--- config.mk ---
export PLATFORM = sky130hd
export DESIGN_NAME = kmon_top
export DESIGN_NICKNAME = d
export VERILOG_FILES = /design/src/rtl/kmon_pkg.sv /design/src/rtl/kmon_validate.sv /design/src/rtl/kmon_persist.sv /design/src/rtl/kmon_k1_incons.sv /design/src/rtl/kmon_regs.sv /design/src/rtl/kmon_top.sv
export SDC_FILE = /design/constraint.sdc
export NUM_CORES = 1
export LEC_CHECK = 0
export BUFFER_PORTS_ARGS = -buffer_cell sky130_fd_sc_hd__clkbuf_2
export CAP_MARGIN = 20
export CORE_MARGIN = 3
export CORE_UTILIZATION = 45
export CTS_CLUSTER_DIAMETER = 30
export CTS_CLUSTER_SIZE = 25
export DETAILED_ROUTE_END_ITERATION = 7
export PLACE_DENSITY_LB_ADDON = 0.05
export SLEW_MARGIN = 20
export SYNTH_ARGS = -nofsm -noshare
export SYNTH_HDL_FRONTEND = slang
export SYNTH_SLANG_ARGS = --single-unit
--- constraint.sdc ---
create_clock -name clk -period 2.75 [get_ports clk]
set_input_delay 0.4125 -clock clk [delete_from_list [all_inputs] [get_ports clk]]
set_output_delay 0.4125 -clock clk [all_outputs]
set_load 0.03 [all_outputs]
--- src/rtl/kmon_pkg.sv ---
package kmon_pkg;
    localparam int KW   = 8;          // width of one protection byte
    localparam int PW   = 2 * KW;     // width of the K1/K2 pair
    localparam int AW   = 3;          // register address width
    localparam int ST_W = 5;          // status / mask width
    localparam int NDEF = 4;          // number of filtered conditions

    // status and mask bit positions
    localparam int ST_NEW  = 0;
    localparam int ST_AIS  = 1;
    localparam int ST_RDI  = 2;
    localparam int ST_MISM = 3;
    localparam int ST_PBD  = 4;

    // condition vector positions (status bit = position + 1)
    localparam int DF_AIS  = 0;
    localparam int DF_RDI  = 1;
    localparam int DF_MISM = 2;
    localparam int DF_PBD  = 3;

    localparam logic [2:0] K2_CODE_AIS = 3'b111;
    localparam logic [2:0] K2_CODE_RDI = 3'b110;

    typedef enum logic [AW-1:0] {
        RA_K1   = 3'd0,
        RA_K2   = 3'd1,
        RA_STAT = 3'd2,
        RA_MASK = 3'd3,
        RA_CFG  = 3'd4,
        RA_LIVE = 3'd5
    } reg_addr_e;
endpackage

--- src/rtl/kmon_validate.sv ---
module kmon_validate #(
    parameter int W       = 16,
    parameter int PERSIST = 3,
    localparam int CW     = $clog2(PERSIST + 1)
) (
    input  logic         clk,
    input  logic         rst_n,
    input  logic         frame_vld,
    input  logic [W-1:0] pair_in,
    output logic [W-1:0] valid_o,
    output logic         upd_o
);
    typedef struct packed {
        logic [W-1:0]  cand;
        logic [CW-1:0] run;
        logic [W-1:0]  valid;
        logic          upd;
    } st_t;

    st_t st_d, st_q;

    always_comb begin
        st_d     = st_q;
        st_d.upd = 1'b0;
        if (frame_vld) begin
            if (st_q.run != '0 && pair_in == st_q.cand) begin
                if (st_q.run != CW'(PERSIST)) begin
                    st_d.run = st_q.run + 1'b1;
                end
            end else begin
                st_d.cand = pair_in;
                st_d.run  = CW'(1);
            end
            if (st_d.run == CW'(PERSIST) && pair_in != st_q.valid) begin
                st_d.valid = pair_in;
                st_d.upd   = 1'b1;
            end
        end
    end

    always_ff @(posedge clk) begin
        if (!rst_n) begin
            st_q <= '0;
        end else begin
            st_q <= st_d;
        end
    end

    assign valid_o = st_q.valid;
    assign upd_o   = st_q.upd;
endmodule

--- src/rtl/kmon_persist.sv ---
module kmon_persist #(
    parameter int MAXN = 5,
    localparam int TW  = $clog2(MAXN + 1)
) (
    input  logic          clk,
    input  logic          rst_n,
    input  logic          frame_vld,
    input  logic          hit,
    input  logic [TW-1:0] thresh,
    output logic          active
);
    typedef struct packed {
        logic [TW-1:0] cnt;
        logic          act;
    } st_t;

    st_t st_d, st_q;

    always_comb begin
        st_d = st_q;
        if (frame_vld) begin
            if (hit) begin
                if (st_q.cnt != TW'(MAXN)) begin
                    st_d.cnt = st_q.cnt + 1'b1;
                end
                if (st_d.cnt >= thresh) begin
                    st_d.act = 1'b1;
                end
            end else begin
                st_d.cnt = '0;
                st_d.act = 1'b0;
            end
        end
    end

    always_ff @(posedge clk) begin
        if (!rst_n) begin
            st_q <= '0;
        end else begin
            st_q <= st_d;
        end
    end

    assign active = st_q.act;
endmodule

--- src/rtl/kmon_k1_incons.sv ---
module kmon_k1_incons #(
    parameter int W    = 8,
    parameter int RUN  = 3,
    parameter int SPAN = 12,
    localparam int RW  = $clog2(RUN + 1),
    localparam int SW  = $clog2(SPAN + 1)
) (
    input  logic         clk,
    input  logic         rst_n,
    input  logic         frame_vld,
    input  logic [W-1:0] k1_in,
    output logic         defect
);
    typedef struct packed {
        logic [W-1:0]  last;
        logic [RW-1:0] run;
        logic [SW-1:0] win;
        logic          def;
    } st_t;

    st_t st_d, st_q;

    always_comb begin
        st_d = st_q;
        if (frame_vld) begin
            if (st_q.run != '0 && k1_in == st_q.last) begin
                if (st_q.run != RW'(RUN)) begin
                    st_d.run = st_q.run + 1'b1;
                end
            end else begin
                st_d.run = RW'(1);
            end
            st_d.last = k1_in;
            if (st_d.run == RW'(RUN)) begin
                st_d.win = '0;
            end else if (st_q.win != SW'(SPAN)) begin
                st_d.win = st_q.win + 1'b1;
            end
            st_d.def = (st_d.win == SW'(SPAN));
        end
    end

    always_ff @(posedge clk) begin
        if (!rst_n) begin
            st_q <= '0;
        end else begin
            st_q <= st_d;
        end
    end

    assign defect = st_q.def;
endmodule

--- src/rtl/kmon_regs.sv ---
module kmon_regs
    import kmon_pkg::*;
(
    input  logic            clk,
    input  logic            rst_n,
    input  logic [AW-1:0]   reg_addr,
    input  logic            reg_wr,
    input  logic [ST_W-1:0] reg_wdata,
    input  logic [PW-1:0]   valid_pair,
    input  logic            new_evt,
    input  logic [NDEF-1:0] defects,
    output logic [KW-1:0]   reg_rdata,
    output logic            long_sel,
    output logic [ST_W-1:0] status_o,
    output logic            irq
);
    typedef struct packed {
        logic [ST_W-1:0] status;
        logic [ST_W-1:0] mask;
        logic            long_sel;
        logic [NDEF-1:0] def_prev;
    } st_t;

    st_t st_d, st_q;
    logic [ST_W-1:0] set_vec;

    always_comb begin
        set_vec = {defects & ~st_q.def_prev, new_evt};
        st_d          = st_q;
        st_d.def_prev = defects;
        if (reg_wr) begin
            case (reg_addr_e'(reg_addr))
                RA_STAT: st_d.status   = st_q.status & ~reg_wdata;
                RA_MASK: st_d.mask     = reg_wdata;
                RA_CFG:  st_d.long_sel = reg_wdata[0];
                default: ;
            endcase
        end
        st_d.status = st_d.status | set_vec;
    end

    always_ff @(posedge clk) begin
        if (!rst_n) begin
            st_q.status   <= '0;
            st_q.mask     <= '1;
            st_q.long_sel <= 1'b0;
            st_q.def_prev <= '0;
        end else begin
            st_q <= st_d;
        end
    end

    always_comb begin
        case (reg_addr_e'(reg_addr))
            RA_K1:   reg_rdata = valid_pair[PW-1:KW];
            RA_K2:   reg_rdata = valid_pair[KW-1:0];
            RA_STAT: reg_rdata = KW'(st_q.status);
            RA_MASK: reg_rdata = KW'(st_q.mask);
            RA_CFG:  reg_rdata = KW'(st_q.long_sel);
            RA_LIVE: reg_rdata = KW'({defects, 1'b0});
            default: reg_rdata = '0;
        endcase
    end

    assign long_sel = st_q.long_sel;
    assign status_o = st_q.status;
    assign irq      = |(st_q.status & ~st_q.mask);
endmodule

--- src/rtl/kmon_top.sv ---
module kmon_top
    import kmon_pkg::*;
#(
    parameter int VALID_N = 3,
    parameter int SHORT_N = 3,
    parameter int LONG_N  = 5,
    parameter int K1_RUN  = 3,
    parameter int K1_SPAN = 12
) (
    input  logic            clk,
    input  logic            rst_n,
    input  logic            frame_vld,
    input  logic [KW-1:0]   k1_in,
    input  logic [KW-1:0]   k2_in,
    input  logic [AW-1:0]   reg_addr,
    input  logic            reg_wr,
    input  logic [ST_W-1:0] reg_wdata,
    output logic [KW-1:0]   reg_rdata,
    output logic [PW-1:0]   k1k2_valid,
    output logic            line_ais,
    output logic            line_rdi,
    output logic            mode_mismatch,
    output logic            pbyte_defect,
    output logic            irq
);
    localparam int PTW = $clog2(LONG_N + 1);
    localparam int NK2 = 3;

    logic            new_evt;
    logic            long_sel;
    logic [PTW-1:0]  thresh;
    logic [NK2-1:0]  k2_hit;
    logic [NDEF-1:0] defects;
    logic [ST_W-1:0] status_vec;

    kmon_validate #(.W(PW), .PERSIST(VALID_N)) u_valid (
        .clk       (clk),
        .rst_n     (rst_n),
        .frame_vld (frame_vld),
        .pair_in   ({k1_in, k2_in}),
        .valid_o   (k1k2_valid),
        .upd_o     (new_evt)
    );

    always_comb begin
        thresh             = long_sel ? PTW'(LONG_N) : PTW'(SHORT_N);
        k2_hit[DF_AIS]     = (k2_in[2:0] == K2_CODE_AIS);
        k2_hit[DF_RDI]     = (k2_in[2:0] == K2_CODE_RDI);
        k2_hit[DF_MISM]    = (k2_in[2:0] != K2_CODE_AIS) && (k2_in[2:0] != K2_CODE_RDI)
                             && (k2_in[2:0] != {2'b10, k2_in[3]});
    end

    for (genvar g = 0; g < NK2; g++) begin : g_k2
        kmon_persist #(.MAXN(LONG_N)) u_persist (
            .clk       (clk),
            .rst_n     (rst_n),
            .frame_vld (frame_vld),
            .hit       (k2_hit[g]),
            .thresh    (thresh),
            .active    (defects[g])
        );
    end

    kmon_k1_incons #(.W(KW), .RUN(K1_RUN), .SPAN(K1_SPAN)) u_k1 (
        .clk       (clk),
        .rst_n     (rst_n),
        .frame_vld (frame_vld),
        .k1_in     (k1_in),
        .defect    (defects[DF_PBD])
    );

    kmon_regs u_regs (
        .clk        (clk),
        .rst_n      (rst_n),
        .reg_addr   (reg_addr),
        .reg_wr     (reg_wr),
        .reg_wdata  (reg_wdata),
        .valid_pair (k1k2_valid),
        .new_evt    (new_evt),
        .defects    (defects),
        .reg_rdata  (reg_rdata),
        .long_sel   (long_sel),
        .status_o   (status_vec),
        .irq        (irq)
    );

    assign line_ais      = defects[DF_AIS];
    assign line_rdi      = defects[DF_RDI];
    assign mode_mismatch = defects[DF_MISM];
    assign pbyte_defect  = defects[DF_PBD];
endmodule

==> qor.yml, run 1 <==
status:
  status: "complete, no violations"
placed_design:
  dp.cells: 650
  gp_congestion: 0.796
  detailed_place_hpwl_um: 7310
  dp_slack_ns: 0.400
  io_buffers: 56
pwr:
  power.switching_w: 0.000595
  irDropWorstVdd_mv: 0.263
  internal_power_w: 0.00189
  swShare_pct: 23.9
  combPwrFrac_pct: 11.6
  leakage_nw: 2.06
  p_per_area_nw_per_um2: 518
  seq_power_share_pct: 47.4
  clockPowerShare_pct: 41.0
worst_setup_path:
  crit_slowest_cell: "or4_4"
  cp_slowest_stage_delay_ns: 0.55
  critPathLaunchType: "flip-flop"
  path_buf_inv: 1
  critPathCaptureType: "flip-flop"
  crit_arrival_ns: 2.36
  cp_data_required_time_ns: 3.02
  crit_chain: "xnor2_2 > nand3_1 > or4_4 > nor4_2 > buf_4 > mux2i_1"
  ff2ff_path_depth: 6
  cp_num_cells: 6
  crit_type: "reg -> reg"
  critPathTopFamily: "simple AND/OR/NAND/NOR gates"
  worstPathMaxFanout: 14
job:
  cap_violations: 0
route:
  drc: 0
  routed_wl_um: 9880
  vias: 3423
  ant_nets: 0
  drtIter0Drc: 155
  wire_per_inst_um: 14.9
  first_pass_iters: 6
  viasPerCell: 5.16
global_route:
  grt_max_degree: 50
  grt_pass1_vias: 3306
  grt_antenna_before_repair: 0
  grt_pass1_wl_um: 16500
  grt_overflow: 0
  track_usage_pct: 18.8
synthesis:
  synthesis.nets: 546
  synth-seq-cells: 77
  synth_warnings: 0
  postSynth.asyncResetShare_pct: 0
  synthCells: 504
  avgSynthCellArea_um2: 8.56
  netlist_area_um2: 4310
  ys.flop_type: "dfxtp_1"
  synth_edf_count: 0
  ys_types: 46
  synth_seq_area_share_pct: 35.7
finish:
  drive_above_1_share_pct: 16.6
  num-fill-cells: 939
  layoutNonFillerInstCount: 664
  diodes: 0
  nets: 574
  syn_to_final_growth_pct: 11.2
  postLayoutCoreUtil_pct: 51.7
floorplan:
  die_y_um: 104
  die_w_um: 104
  die_area_um2: 10800
  io-pin-count: 57
  core_area_um2: 9280
  placementRows: 35
  start_util_pct: 46.5
timing:
  min_period_ns: 2.09
  fin_ws_ns: 0.658
  finalSetupViolCount: 0
  slew_headroom_pct: 62.9
  fmax_ghz: 0.478
  drv_slew: 0
  finalSetupTns_ns: 0
  fin_skew_ns: 0.0134
  rsz0062_at_grt: "no"
  hold_viol: 0
  hold_slack_ns: 0.299
  tightest_slew_ns: 0.556
  finalCritPeriodShare_pct: 76.1
clock_network:
  post_cts_buffers: 0
  clockBufferDepth: 2
  cts-hold-fix-buffers: 0
  clock-sinks: 77
  clock_latency_ns: 0.35
  cts_root_buf: "clkbuf_8"
  numCtsBuffers: 9
  htreeDepth: 3
  cts_tree: "built"
  cts_resized: 0
  path_clk_slew_ns: 0.08
min_path:
  min_path_type: "in -> reg"
  hold_depth: 3
[layout by cell type (no fill, tap or decap), types with 2 or more instances in the layout]
master     instances
dfxtp_1           77
nand2_1           76
clkbuf_2          56
mux2i_1           50
nor2_1            23
nor2b_1           22
xnor2_1           22
inv_1             18
xor2_1            17
a21oi_1           15
ha_1              14
nand3_1           13
o21ai_0           12
buf_4             11
nand2b_1          10
a21boi_0          10
clkbuf_8          10
and2_1             9
a22oi_1            8
nand4_1            8
o21a_1             8
o22ai_1            7
nor4_1             4
and3_1             4
nor3_1             3
mux2_2             3
a2bb2oi_1          3
bufinv_16          3
nand4b_1           2
xnor2_2            2
[registers in the layout, indices dropped and copies added, names as in the netlist]
register,flops
u_k1.defect,1
u_valid.valid_o,16
u_regs.st_q,9
u_k1.st_q,14
u_regs.long_sel,1
u_regs.status_o,5
u_valid.upd_o,1
g_k2.u_persist.active,3
u_valid.st_q,18
g_k2.u_persist.st_q,9
[layout make-up]
class	count	area [um^2]	share of cell area, %
multi-input combinational	359	2430	50.6
clock buffer	10	138	2.87
clock inverter	4	97.6	2.03
tap	129	161	3.36
inverter	18	67.6	1.41
sequential	77	1540	32.1
timing repair buffer	67	363	7.56
[stage by stage]
step	instance area (um^2)	total power [W]
6_report	4800	0.00249
5_1_grt	4800	0.00261
4_1_cts	4800	0.00253
3_5_place_dp	4560	0.00150
3_3_place_gp	4560	0.00149
2_1_floorplan	4310	0.00141
[power by group through the flow]
stage | sequential [W] | combinational, W | clock [W]
2_1_floorplan | 0.00120 | 0.000213 | 0
3_3_place_gp | 0.00120 | 0.000289 | 0
3_5_place_dp | 0.00120 | 0.000292 | 0
4_1_cts | 0.00118 | 0.000293 | 0.00106
5_1_grt | 0.00118 | 0.000325 | 0.00110
6_report | 0.00118 | 0.000289 | 0.00102
[worst paths after layout]
path | startpoint | endpoint | slack [ns]
max | u_valid.st_q[21] | u_valid.valid_o[7] | 0.66
min | reg_wdata[3] | u_regs.st_q[8] | 0.30
max reg2reg | u_valid.st_q[21] | u_valid.valid_o[7] | 0.66
min reg2reg | u_valid.st_q[26] | u_valid.st_q[26] | 0.48
[logic make-up (layout without fill, tap and decap cells)]
family / after synthesis / in the layout / share of synthesized area [%]
AO/OA/AOI/OAI: 71 / 71 / 10.7
buffers and inverters: 68 / 99 / 8.09
XOR/XNOR: 41 / 41 / 8.67
multiplexers: 53 / 53 / 12.4
adder cells (fa/ha/maj): 14 / 14 / 4.06
AND/OR/NAND/NOR: 180 / 180 / 20.3
flip-flops: 77 / 77 / 35.7
[Yosys cell counts, types with 10 or more instances]
cell type  count  area share [%]
nand2b_1      10             1.5
mux2i_1       50              12
nor2_1        23             2.0
dfxtp_1       77              36
o21ai_0       12             1.4
a21boi_0      10             1.7
ha_1          14             4.1
inv_1         18             1.6
clkbuf_1      25             2.2
a21oi_1       15             1.7
nand3_1       13             1.5
xnor2_1       22             4.5
nor2b_1       22             3.2
xor2_1        17             3.5
buf_4         18             3.1
nand2_1       76             6.6
[worst min-delay path, stage by stage]
cell and delay [ns]:
clkbuf_2 0.09, mux2i_1 0.06, nand2_1 0.06
[layer usage]
| metal | track usage, % | wire (um) | vias up |
|---|---|---|---|
| met5 | 0 | 0 | - |
| met4 | 5.79 | 125 | 0 |
| met3 | 4.47 | 442 | 11 |
| met2 | 30.6 | 4560 | 69 |
| met1 | 24.9 | 4750 | 1607 |
| li1 | - | - | 1736 |
Note: power is estimated with default switching activity, not from simulation.
==> run 2, diff against run 1 <==
==> constraint.sdc (replaced) <==
create_clock -name clk -period 2.18 [get_ports clk]
set_input_delay 0.327 -clock clk [delete_from_list [all_inputs] [get_ports clk]]
set_output_delay 0.327 -clock clk [all_outputs]
set_load 0.03 [all_outputs]
==> run 2 against run 1 <==
Non-clock buffer count increased by 18. First-iteration DRC count decreased by 52%. Critical endpoint is now u_valid.valid_o[10]. Routed wire length increased by 1.7%. Sequential share of layout area decreased by 1.1 points.
==> qor.yml, run 2 (synthesized netlist as in run 1, its figures left out) <==
finish:
  nets: 592  # +3.1%
  largest_register: "u_valid.st_q"
  layoutNonFillerInstCount: 684  # +3.0%
  final_common_cell: "dfxtp_1"
  drive_above_1_share_pct: 19.6  # +3.0 points
  seq_area_um2: 1540  # unchanged
  num-fill-cells: 931  # -0.85%
  final_cell_mix: "dfxtp_1, nand2_1, clkbuf_2"
  postLayoutCoreUtil_pct: 53.5  # +1.8 points
  largest_reg_flops: 18  # unchanged
  multi_input_area_um2: 2440  # +0.62%
  diodes: 0  # unchanged
  final_area_um2: 4960  # +3.4%
  syn_to_final_growth_pct: 15.1
floorplan:
  die_w_um: 104  # unchanged
  placementRows: 35  # unchanged
  core_area_um2: 9280  # unchanged
  die_area_um2: 10800  # unchanged
  start_util_pct: 46.5  # unchanged
  io-pin-count: 57  # unchanged
  die_y_um: 104  # unchanged
clock_network:
  numCtsBuffers: 9  # unchanged
  cts_resized: 0  # unchanged
  path_clk_slew_ns: 0.08  # about the same
  cts_root_buf: "clkbuf_8"
  post_cts_buffers: 0  # unchanged
  clock-sinks: 77  # unchanged
  clockBufferDepth: 2  # unchanged
  cts_tree: "built"
  cts-hold-fix-buffers: 0  # unchanged
  clock_latency_ns: 0.34  # about the same
  htreeDepth: 3  # unchanged
placed_design:
  dp.cells: 668  # +2.8%
  place_area_um2: 4720  # +3.5%
  gp_congestion: 0.841  # +5.6%
  io_buffers: 56  # unchanged
  detailed_place_hpwl_um: 7670  # +4.9%
timing:
  finalCritPeriodShare_pct: 92.7  # +17 points
  tightest_slew_ns: 0.519  # -0.0373 ns
  slew_headroom_pct: 65.1  # +2.2 points
  drv_slew: 0  # unchanged
  finalSetupTns_ns: 0  # unchanged
  min_period_ns: 2.02  # -0.0711 ns
  rsz0062_at_grt: "no"
  fmax_ghz: 0.495  # +3.5%
  hold_viol: 0  # unchanged
  fin_skew_ns: 0.0130  # -0.000403 ns
  finalSetupViolCount: 0  # unchanged
job:
  cap_violations: 0  # unchanged
worst_setup_path:
  crit_arrival_ns: 2.29  # -0.07 ns
  critPathCaptureType: "flip-flop"
  crit_slowest_cell: "or4_4"
  critPathLaunchType: "flip-flop"
  cp_data_required_time_ns: 2.45  # -0.57 ns
  crit_type: "reg -> reg"
  worstPathMaxFanout: 7  # -7
  crit_chain: "xnor2_1 > nand3_1 > or4_4 > nor4_4 > buf_4 > mux2i_1"
  cp_slowest_stage_delay_ns: 0.57  # +0.02 ns
route:
  ant_nets: 0  # unchanged
  vias: 3439  # +0.47%
  drtIter0Drc: 75  # -52%
  routed_wl_um: 10000  # +1.7%
  wire_per_inst_um: 14.7  # -1.3%
  first_pass_iters: 4  # -2
  drc: 0  # unchanged
  viasPerCell: 5.03  # -2.5%
global_route:
  grt_max_degree: 50  # unchanged
  grt_overflow: 0  # unchanged
  grt_antenna_before_repair: 0  # unchanged
  grt_pass1_wl_um: 16800  # +2.1%
  track_usage_pct: 19.1  # +0.30 points
  grt_pass1_vias: 3337  # +0.94%
status:
  status: "complete, no violations"
min_path:
  min_path_type: "in -> reg"
pwr:
  leakage_nw: 2.16  # +4.9%
  irDropWorstVdd_mv: 0.364  # +38%
  p_per_area_nw_per_um2: 626  # +21%
## run 2: cell count changes in the layout (fill, tap and decap cells not counted)
| cell | change |
|---|---|
| o21ai_0 | -2 |
| buf_4 | +16 |
| clkinvlp_4 | -1 |
| o21ai_1 | +2 |
| bufinv_16 | -1 |
| nor4_4 | +1 |
| buf_12 | +2 |
| clkbuf_8 | +1 |
| clkbuf_1 | +1 |
| nor4_1 | -1 |
| clkinv_2 | +2 |
## run 2: through the flow
step,total power (W),hold slack (ns),setup WS [ns]
floorplan,0.00178,0.434,0.118
CTS,0.00314,0.195,0.0498
global placement,0.00191,0.447,-0.00468
detailed placement,0.00191,0.459,-0.0739
global route,0.00325,0.199,0.00732
finish,0.00311,0.211,0.159
## run 2: path summary, 6_finish.rpt
| check | endpoint | start | depth (start not counted) | slack, ns |
|---|---|---|---|---|
| setup / recovery | u_valid.valid_o[10] | u_valid.st_q[22] | 6 | 0.16 |
| hold / removal | u_regs.st_q[8] | reg_wdata[3] | 3 | 0.21 |
| setup reg to reg | u_valid.valid_o[10] | u_valid.st_q[22] | 6 | 0.16 |
| hold reg to reg | u_regs.status_o[0] | u_valid.upd_o | 2 | 0.47 |
## run 2: report_power, final
part	internal (W)	switching, W
Clock	0.000705	0.000520
Sequential	0.00145	0.0000344
Combinational	0.000177	0.000219
Total	0.00233	0.000774
## run 2: routing by layer
layer	wire [um]	up-vias	track usage, %
met3	392	9	3.54
met2	4640	58	30.8
met1	4930	1594	26.4
li1	-	1778	-
met4	90	0	5.13
met5	0	-	0
## run 2: critical path: cells and delay by family (launching register included)
family	cells	cell delay (ns)
simple gates	3	1.00
flops	1	0.32
buf+inv	1	0.24
mux	1	0.20
xor+xnor	1	0.18
## run 2: area by class of cell
class | count | area share (%)
sequential | 77 | 31.1
tap | 129 | 3.25
multi-input combinational | 359 | 49.2
inverter | 18 | 1.36
clock inverter | 4 | 1.41
timing repair buffer | 85 | 10.5
clock buffer | 12 | 3.13
